### config.mk
export PLATFORM = sky130hd
export DESIGN_NAME = uart_chmode_fifo
export DESIGN_NICKNAME = d
export VERILOG_FILES = /design/src/rtl/uart_chm_pkg.sv /design/src/rtl/chm_byte_fifo.sv /design/src/rtl/chm_router.sv /design/src/rtl/uart_chmode_fifo.sv
export SDC_FILE = /design/constraint.sdc
export NUM_CORES = 1
export LEC_CHECK = 0
export ABC_AREA = 1
export CORE_MARGIN = 2
export CORE_UTILIZATION = 54
export CTS_CLUSTER_DIAMETER = 40
export DETAILED_ROUTE_END_ITERATION = 7
export PLACE_DENSITY = 0.76
export RECOVER_POWER = 25
export SYNTH_ARGS = -nofsm -noshare
export SYNTH_HDL_FRONTEND = slang
export SYNTH_SLANG_ARGS = --single-unit
### constraint.sdc
create_clock -name clk -period 2.2 [get_ports clk]
set_input_delay 0.44 -clock clk [delete_from_list [all_inputs] [get_ports clk]]
set_output_delay 0.44 -clock clk [all_outputs]
set_load 0.1 [all_outputs]
### src/rtl/uart_chm_pkg.sv
package uart_chm_pkg;
  typedef enum logic [1:0] {
    CHM_NORMAL = 2'd0,
    CHM_ECHO   = 2'd1,
    CHM_LLOOP  = 2'd2,
    CHM_RLOOP  = 2'd3
  } chan_mode_e;

  localparam int CTL_W = 9;
  localparam logic [CTL_W-1:0] CTL_RST = 9'h128;
  localparam int B_RXFLUSH = 0;
  localparam int B_TXFLUSH = 1;
  localparam int B_RXON    = 2;
  localparam int B_RXOFF   = 3;
  localparam int B_TXON    = 4;
  localparam int B_TXOFF   = 5;
  localparam logic [CTL_W-1:0] CTL_SELFCLR = 9'h003;

  function automatic logic line_feeds_rx(chan_mode_e m);
    return (m == CHM_NORMAL) || (m == CHM_ECHO);
  endfunction

  function automatic logic line_feeds_tx(chan_mode_e m);
    return (m == CHM_RLOOP) || (m == CHM_ECHO);
  endfunction

  function automatic logic cpu_feeds_rx(chan_mode_e m);
    return m == CHM_LLOOP;
  endfunction

  function automatic logic cpu_feeds_tx(chan_mode_e m);
    return m == CHM_NORMAL;
  endfunction

  function automatic logic dir_on(logic on_bit, logic off_bit);
    return on_bit && !off_bit;
  endfunction
endpackage

### src/rtl/chm_byte_fifo.sv
module chm_byte_fifo #(
  parameter int DEPTH = 16,
  parameter int W     = 8,
  localparam int AW   = (DEPTH > 1) ? $clog2(DEPTH) : 1,
  localparam int CW   = $clog2(DEPTH + 1)
) (
  input  logic          clk,
  input  logic          rst_n,
  input  logic          flush,
  input  logic          push,
  input  logic [W-1:0]  pdata,
  input  logic          pop,
  output logic [W-1:0]  head,
  output logic [CW-1:0] count,
  output logic          full,
  output logic          empty,
  output logic          drop
);
  logic [W-1:0]  mem [DEPTH];
  logic [AW-1:0] wptr, rptr;
  logic          push_ok, pop_ok;

  function automatic logic [AW-1:0] ptr_next(logic [AW-1:0] p);
    return (p == AW'(DEPTH - 1)) ? '0 : p + 1'b1;
  endfunction

  assign full    = (count == CW'(DEPTH));
  assign empty   = (count == '0);
  assign push_ok = push && !full;
  assign pop_ok  = pop && !empty;
  assign head    = mem[rptr];

  always_ff @(posedge clk) begin
    if (push_ok && !flush) mem[wptr] <= pdata;
  end

  always_ff @(posedge clk or negedge rst_n) begin
    if (!rst_n) begin
      wptr  <= '0;
      rptr  <= '0;
      count <= '0;
      drop  <= 1'b0;
    end else if (flush) begin
      wptr  <= '0;
      rptr  <= '0;
      count <= '0;
      drop  <= 1'b0;
    end else begin
      if (push_ok) wptr <= ptr_next(wptr);
      if (pop_ok)  rptr <= ptr_next(rptr);
      count <= count + CW'(push_ok) - CW'(pop_ok);
      drop  <= push && full;
    end
  end

  AST_NO_OVERFLOW: assert property (@(posedge clk) disable iff (!rst_n)
    count <= CW'(DEPTH));
  AST_FLUSH_CLEARS: assert property (@(posedge clk) disable iff (!rst_n)
    flush |=> (count == '0));
  AST_FULL_DROP_HOLDS: assert property (@(posedge clk) disable iff (!rst_n)
    (push && full && !pop && !flush) |=> $stable(count));
endmodule

### src/rtl/chm_router.sv
module chm_router
  import uart_chm_pkg::*;
(
  input  chan_mode_e  mode,
  input  logic        rx_en,
  input  logic        tx_en,
  input  logic        line_valid,
  input  logic [7:0]  line_data,
  input  logic        line_brk,
  input  logic        cpu_wr,
  input  logic [7:0]  cpu_data,
  input  logic        rx_full,
  input  logic        tx_full,
  output logic        rx_push,
  output logic [7:0]  rx_pdata,
  output logic        tx_push,
  output logic [7:0]  tx_pdata,
  output logic        line_ready
);
  logic line_rx_hit, cpu_rx_hit;

  always_comb begin
    line_rx_hit = line_valid && line_feeds_rx(mode);
    cpu_rx_hit  = cpu_wr && cpu_feeds_rx(mode);

    rx_push  = rx_en && (line_brk || line_rx_hit || cpu_rx_hit);
    if (line_brk)        rx_pdata = 8'h00;
    else if (cpu_rx_hit) rx_pdata = cpu_data;
    else                 rx_pdata = line_data;

    tx_push  = tx_en && ((line_valid && line_feeds_tx(mode)) ||
                         (cpu_wr && cpu_feeds_tx(mode)));
    tx_pdata = cpu_feeds_tx(mode) ? cpu_data : line_data;

    line_ready = !((line_feeds_rx(mode) && rx_full) ||
                   (line_feeds_tx(mode) && tx_full));
  end
endmodule

### src/rtl/uart_chmode_fifo.sv
module uart_chmode_fifo
  import uart_chm_pkg::*;
#(
  parameter int DEPTH = 16
) (
  input  logic                       clk,
  input  logic                       rst_n,
  input  logic                       ctl_wr,
  input  logic [8:0]                 ctl_wdata,
  output logic [8:0]                 ctl_q,
  input  logic [1:0]                 mode,
  input  logic                       line_rx_valid,
  input  logic [7:0]                 line_rx_data,
  input  logic                       line_break,
  output logic                       line_rx_ready,
  input  logic                       cpu_dwr,
  input  logic [7:0]                 cpu_wdata,
  input  logic                       cpu_drd,
  output logic [7:0]                 cpu_rdata,
  input  logic                       tx_out_ready,
  output logic                       tx_out_valid,
  output logic [7:0]                 tx_out_data,
  output logic [$clog2(DEPTH+1)-1:0] rx_count,
  output logic [$clog2(DEPTH+1)-1:0] tx_count,
  output logic                       rx_ovr,
  output logic                       tx_ovr
);
  logic       rx_en, tx_en, rx_flush, tx_flush;
  logic       rx_push, tx_push, rx_pop, tx_pop;
  logic [7:0] rx_pdata, tx_pdata, rx_head, tx_head;
  logic       rx_full, tx_full, rx_empty, tx_empty;

  always_ff @(posedge clk or negedge rst_n) begin
    if (!rst_n)      ctl_q <= CTL_RST;
    else if (ctl_wr) ctl_q <= ctl_wdata & ~CTL_SELFCLR;
  end

  assign rx_flush = ctl_wr && ctl_wdata[B_RXFLUSH];
  assign tx_flush = ctl_wr && ctl_wdata[B_TXFLUSH];
  assign rx_en    = dir_on(ctl_q[B_RXON], ctl_q[B_RXOFF]);
  assign tx_en    = dir_on(ctl_q[B_TXON], ctl_q[B_TXOFF]);
  assign rx_pop   = cpu_drd && rx_en;
  assign tx_pop   = tx_out_ready && tx_en;

  chm_router u_route (
    .mode(chan_mode_e'(mode)), .rx_en(rx_en), .tx_en(tx_en),
    .line_valid(line_rx_valid), .line_data(line_rx_data), .line_brk(line_break),
    .cpu_wr(cpu_dwr), .cpu_data(cpu_wdata),
    .rx_full(rx_full), .tx_full(tx_full),
    .rx_push(rx_push), .rx_pdata(rx_pdata),
    .tx_push(tx_push), .tx_pdata(tx_pdata),
    .line_ready(line_rx_ready)
  );

  chm_byte_fifo #(.DEPTH(DEPTH), .W(8)) u_rxq (
    .clk(clk), .rst_n(rst_n), .flush(rx_flush), .push(rx_push), .pdata(rx_pdata),
    .pop(rx_pop), .head(rx_head), .count(rx_count), .full(rx_full),
    .empty(rx_empty), .drop(rx_ovr)
  );

  chm_byte_fifo #(.DEPTH(DEPTH), .W(8)) u_txq (
    .clk(clk), .rst_n(rst_n), .flush(tx_flush), .push(tx_push), .pdata(tx_pdata),
    .pop(tx_pop), .head(tx_head), .count(tx_count), .full(tx_full),
    .empty(tx_empty), .drop(tx_ovr)
  );

  assign cpu_rdata    = (rx_en && !rx_empty) ? rx_head : 8'h00;
  assign tx_out_valid = tx_en && !tx_empty;
  assign tx_out_data  = tx_head;

  AST_SELF_CLEAR: assert property (@(posedge clk) disable iff (!rst_n)
    ctl_wr |=> (ctl_q[1:0] == 2'b00));
  AST_RX_OFF_HOLDS: assert property (@(posedge clk) disable iff (!rst_n)
    (!rx_en && !rx_flush) |=> $stable(rx_count));
  AST_TX_OFF_HOLDS: assert property (@(posedge clk) disable iff (!rst_n)
    (!tx_en && !tx_flush) |=> $stable(tx_count));
  AST_ECHO_READY: assert property (@(posedge clk) disable iff (!rst_n)
    (mode == 2'd1 && (rx_count == DEPTH || tx_count == DEPTH)) |-> !line_rx_ready);
  AST_EMPTY_READ0: assert property (@(posedge clk) disable iff (!rst_n)
    (rx_count == 0) |-> (cpu_rdata == 8'h00));
endmodule

==> summary.md <==
| Metric | Value |
|---|---|
| Final Hold Fails | 0 |
| Critical path arrival | between 2000 and 2500 ps |
| Worst-path fanout max | 8 |
| Number of synthesized flops with an enable pin | about 260 |
| Max Slew Vio Count | 35 |
| Main combinational cell family by area after synthesis | simple AND/OR/NAND/NOR gates |
| Mux cell area share after synthesis | less than 1% |
| Rows | 56 |
| Critical Path Start Type | flop |
| Period utilization | 117.4% |
| Failing checks | max-capacitance violations, max-slew violations, negative setup slack |
| Syn-to-layout area delta | 31.07% |
| Placed Cells | around 1700 |
| Post-Route Skew | 15.74 ps |
| VDD IR max | about 1.2 mV |
| Clock sinks | a little under 300 |
| Most numerous cell in the Yosys netlist | nand2_1 |
| DR DRC count | 0 |
| Synthesized instance count | ~1200 |
| Worst setup margin | -383.8 ps |
| Syn Area/Cell | ~11 um^2 |
| Pre-CTS WS | -457.4 ps |
| Detailed Route WL | 33790 um |
| HPWL Detailed | 20640 um |
| Filler cells | between 1000 and 1500 |
| Initial Util | a little under three fifths |
| Final setup viols | 37 |
| Clock Pin Slew Worst Setup and Hold Paths | about 60 ps |
| Tmin final | 2584 ps |
| Vias/cell | ~5.6 |
| Crit end category | output pin |
| Pleak | just under 7 nW |
| Fraction of registers with async set/reset | between 10% and 20% |
| Flip-flop and latch area | ~0.0086 mm^2 |
| Fin cells | roughly 1800 |
| Share of the synthesized area in the top cell type | 58.86% |
| Max-Cap Viols | 1 |
| Clock root buffer | clkbuf_16 |
| Tot Pwr | between 15 and 20 mW |
| Critical path type | reg -> out |
| CTS tree | done |
| Final Core Density | approximately 72% |
| N_diodes | 0 |
| Cell taking the most area after synthesis | edfxtp_1 |
| Dpl cell area | between 0.015 and 0.02 mm^2 |
| Maximum clock path buffer count | 3 |
| Max H-tree Level | 2 |
| GP Congestion | 0.8640 |
| Overflow after GRT | 0 |
| Synth Area in Compound Gates | about 4.6% |
| Vias in the first global route | about 9800 |
| Post-route cell area | between 0.015 and 0.02 mm^2 |
| Simple-Gate Fraction of Synth Area | 20.30% |
| Register area share after synthesis | 65.60% |
| Xor/xnor cell area share of the yosys netlist | less than 1% |
| Cell Pwr Density | about 1200 mW/mm^2 |
| Inserted Clock Buffers | 37 |
| Die Y | approximately 160 um |
| Fmax | ~0.39 GHz |
| Post-Synth Adder-Cell Area | under 10% |
| Post-route ant nets | 0 |
| # port buffers | 71 |
| Pre-Repair DR Iteration Count | 6 |
| Worst-Margin Slew | around 2000 ps |
| Worst EP required | approximately 1800 ps |
| Clock latency on the worst-skew pair | slightly above 500 ps |
| Mapped cell area | about 0.013 mm^2 |
| Post-DR wirelength/cell | ~19 um |
| 1st-iter DRT viols | around 1200 |
| Status | finished, violations left |
| Total number of yosys warnings | 0 |
| Die width | 159.5 um |
| Total GRT Usage | 26.20% |
| Relative slew margins | -31.86% |
| Unrepaired setup endpoints after global routing | true |
| Layout cells sized above 1 | between 20 and 30% |
| Largest net degree at the start of global routing | 35 |
| Area of the core | between 0.02 and 0.025 mm^2 |
| Ports | 74 |
| Via count | roughly 10000 |
| Synth cell types | 39 |
| Hold crit path type | in -> async |
| Die ar. | ~0.025 mm^2 |
| First-pass GRT wire length | 52070 um |
| Multi-input logic area | roughly 0.0042 mm^2 |
| Main synth FF type | edfxtp_1 |
| Post-synthesis register bit count | between 200 and 300 |
| Initial antenna violation count | 0 |
| Nets | 1495 |
| Commonest cells post-synth | nand2_1, edfxtp_1, nor2_1 |
| Synth area leaders | edfxtp_1, nand2_1, dfrtp_1, nor2_1, nand3_1 |
## logic make-up (layout without fill, tap and decap cells)
logic type                 after synthesis  in the layout
xor gates and xnor gates                10             10
other                                    1              2
buffers and inverters                  167            395
adders and majority gates               24             24
DFF                                    291            291
AOI/OAI and AO/OA                      116            116
muxes                                    5              5
and+or+nand+nor                        620            620
## where the power goes
| group | internal [mW] | leakage (nW) | switching, mW | total [mW] |
|---|---|---|---|---|
| clock network | 3.63 | 0.603 | 2.41 | 6.04 |
| registers | 6.28 | 2.75 | 0.196 | 6.47 |
| logic | 2.65 | 3.49 | 4.83 | 7.48 |
## sequential cells by signal, summed over array words and instances, names as in the netlist
register and count:
u_rxq.rptr 4, u_txq.mem 128, u_rxq.drop 1, u_txq.count 5, ctl_q 7, u_txq.drop 1, u_rxq.mem 128, u_txq.wptr 4
u_rxq.wptr 4, u_rxq.count 5, u_txq.rptr 4
## path summary, 6_finish.rpt
check	slack (ps)	endpoint	from	cells past startpoint
worst min register to register	510	ctl_q[7]	ctl_q[7]	1
max in group asynchronous	310	ctl_q[2]	rst_n	1
worst min-delay path	490	u_rxq.drop	rst_n	1
min in group clk	500	ctl_q[4]	ctl_wdata[4]	3
worst max register to register	-290	u_txq.count[4]	u_txq.count[3]	14
worst max-delay path	-380	cpu_rdata[6]	u_rxq.rptr[0]	9
## through the flow
step / setup TNS [ps] / hold WS, ps
after CTS: -5864 / 42.67
after global placement: -38920 / 493.0
after detailed placement: -54630 / 500.4
after floorplan: -2495 / 144.4
final: -7981 / 485.6
after global routing: -12790 / 504.3
## repair_timing
item | CTS | global route
pin swaps | 12 | 21
gates cloned | 3 | 2
endpoints found under the hold margin | 0 | 0
endpoints found under the setup margin | 21 | 45
setup buffers | 16 | 11
hold buffers | 0 | 0
resized for setup | 73 | 54
## critical path, stage by stage, from the launching register on
cell and delay [ps]:
dfrtp_2 440, buf_6 180, clkbuf_16 160, nand2_1 70, nand3_2 90, nand2_2 60
nor2_2 160, nand2_2 90, a21oi_4 170, buf_12 190
## routing by layer
metal	track usage (%)	share of wire, %
met1	35.52	41
met2	42.58	47
met3	4.506	8.2
met4	10.21	3.9
met5	0	0
## cells in the final DEF (no fill, tap or decap), types with 5 or more instances in the layout
master	n
buf_4	117
nand2_2	35
clkinv_4	5
clkinv_2	5
edfxtp_1	256
inv_4	10
buf_12	38
mux2_2	5
inv_2	11
xor2_1	8
clkbuf_1	9
clkbuf_16	39
o21ai_0	52
nand3_2	23
o211ai_1	8
clkbuf_2	7
inv_1	90
nand3_1	95
dfrtp_2	8
nand2_1	247
buf_6	6
inv_6	5
nor3_2	15
nor2_2	13
ha_4	6
dfrtp_4	7
o21ai_1	35
ha_1	16
dfrtp_1	17
nand4_1	6
a21oi_4	8
clkdlybuf4s50_1	31
nor2_1	174
## layout make-up
cell class | instances | area share (%)
clock inverter | 26 | 1.732
inverter | 116 | 2.748
sequential | 291 | 50.30
multi-input combinational | 777 | 24.54
clock buffer | 40 | 5.475
tap | 319 | 2.332
timing repair buffer | 213 | 12.86
No activity file was read; power rests on OpenSTA's default activity.
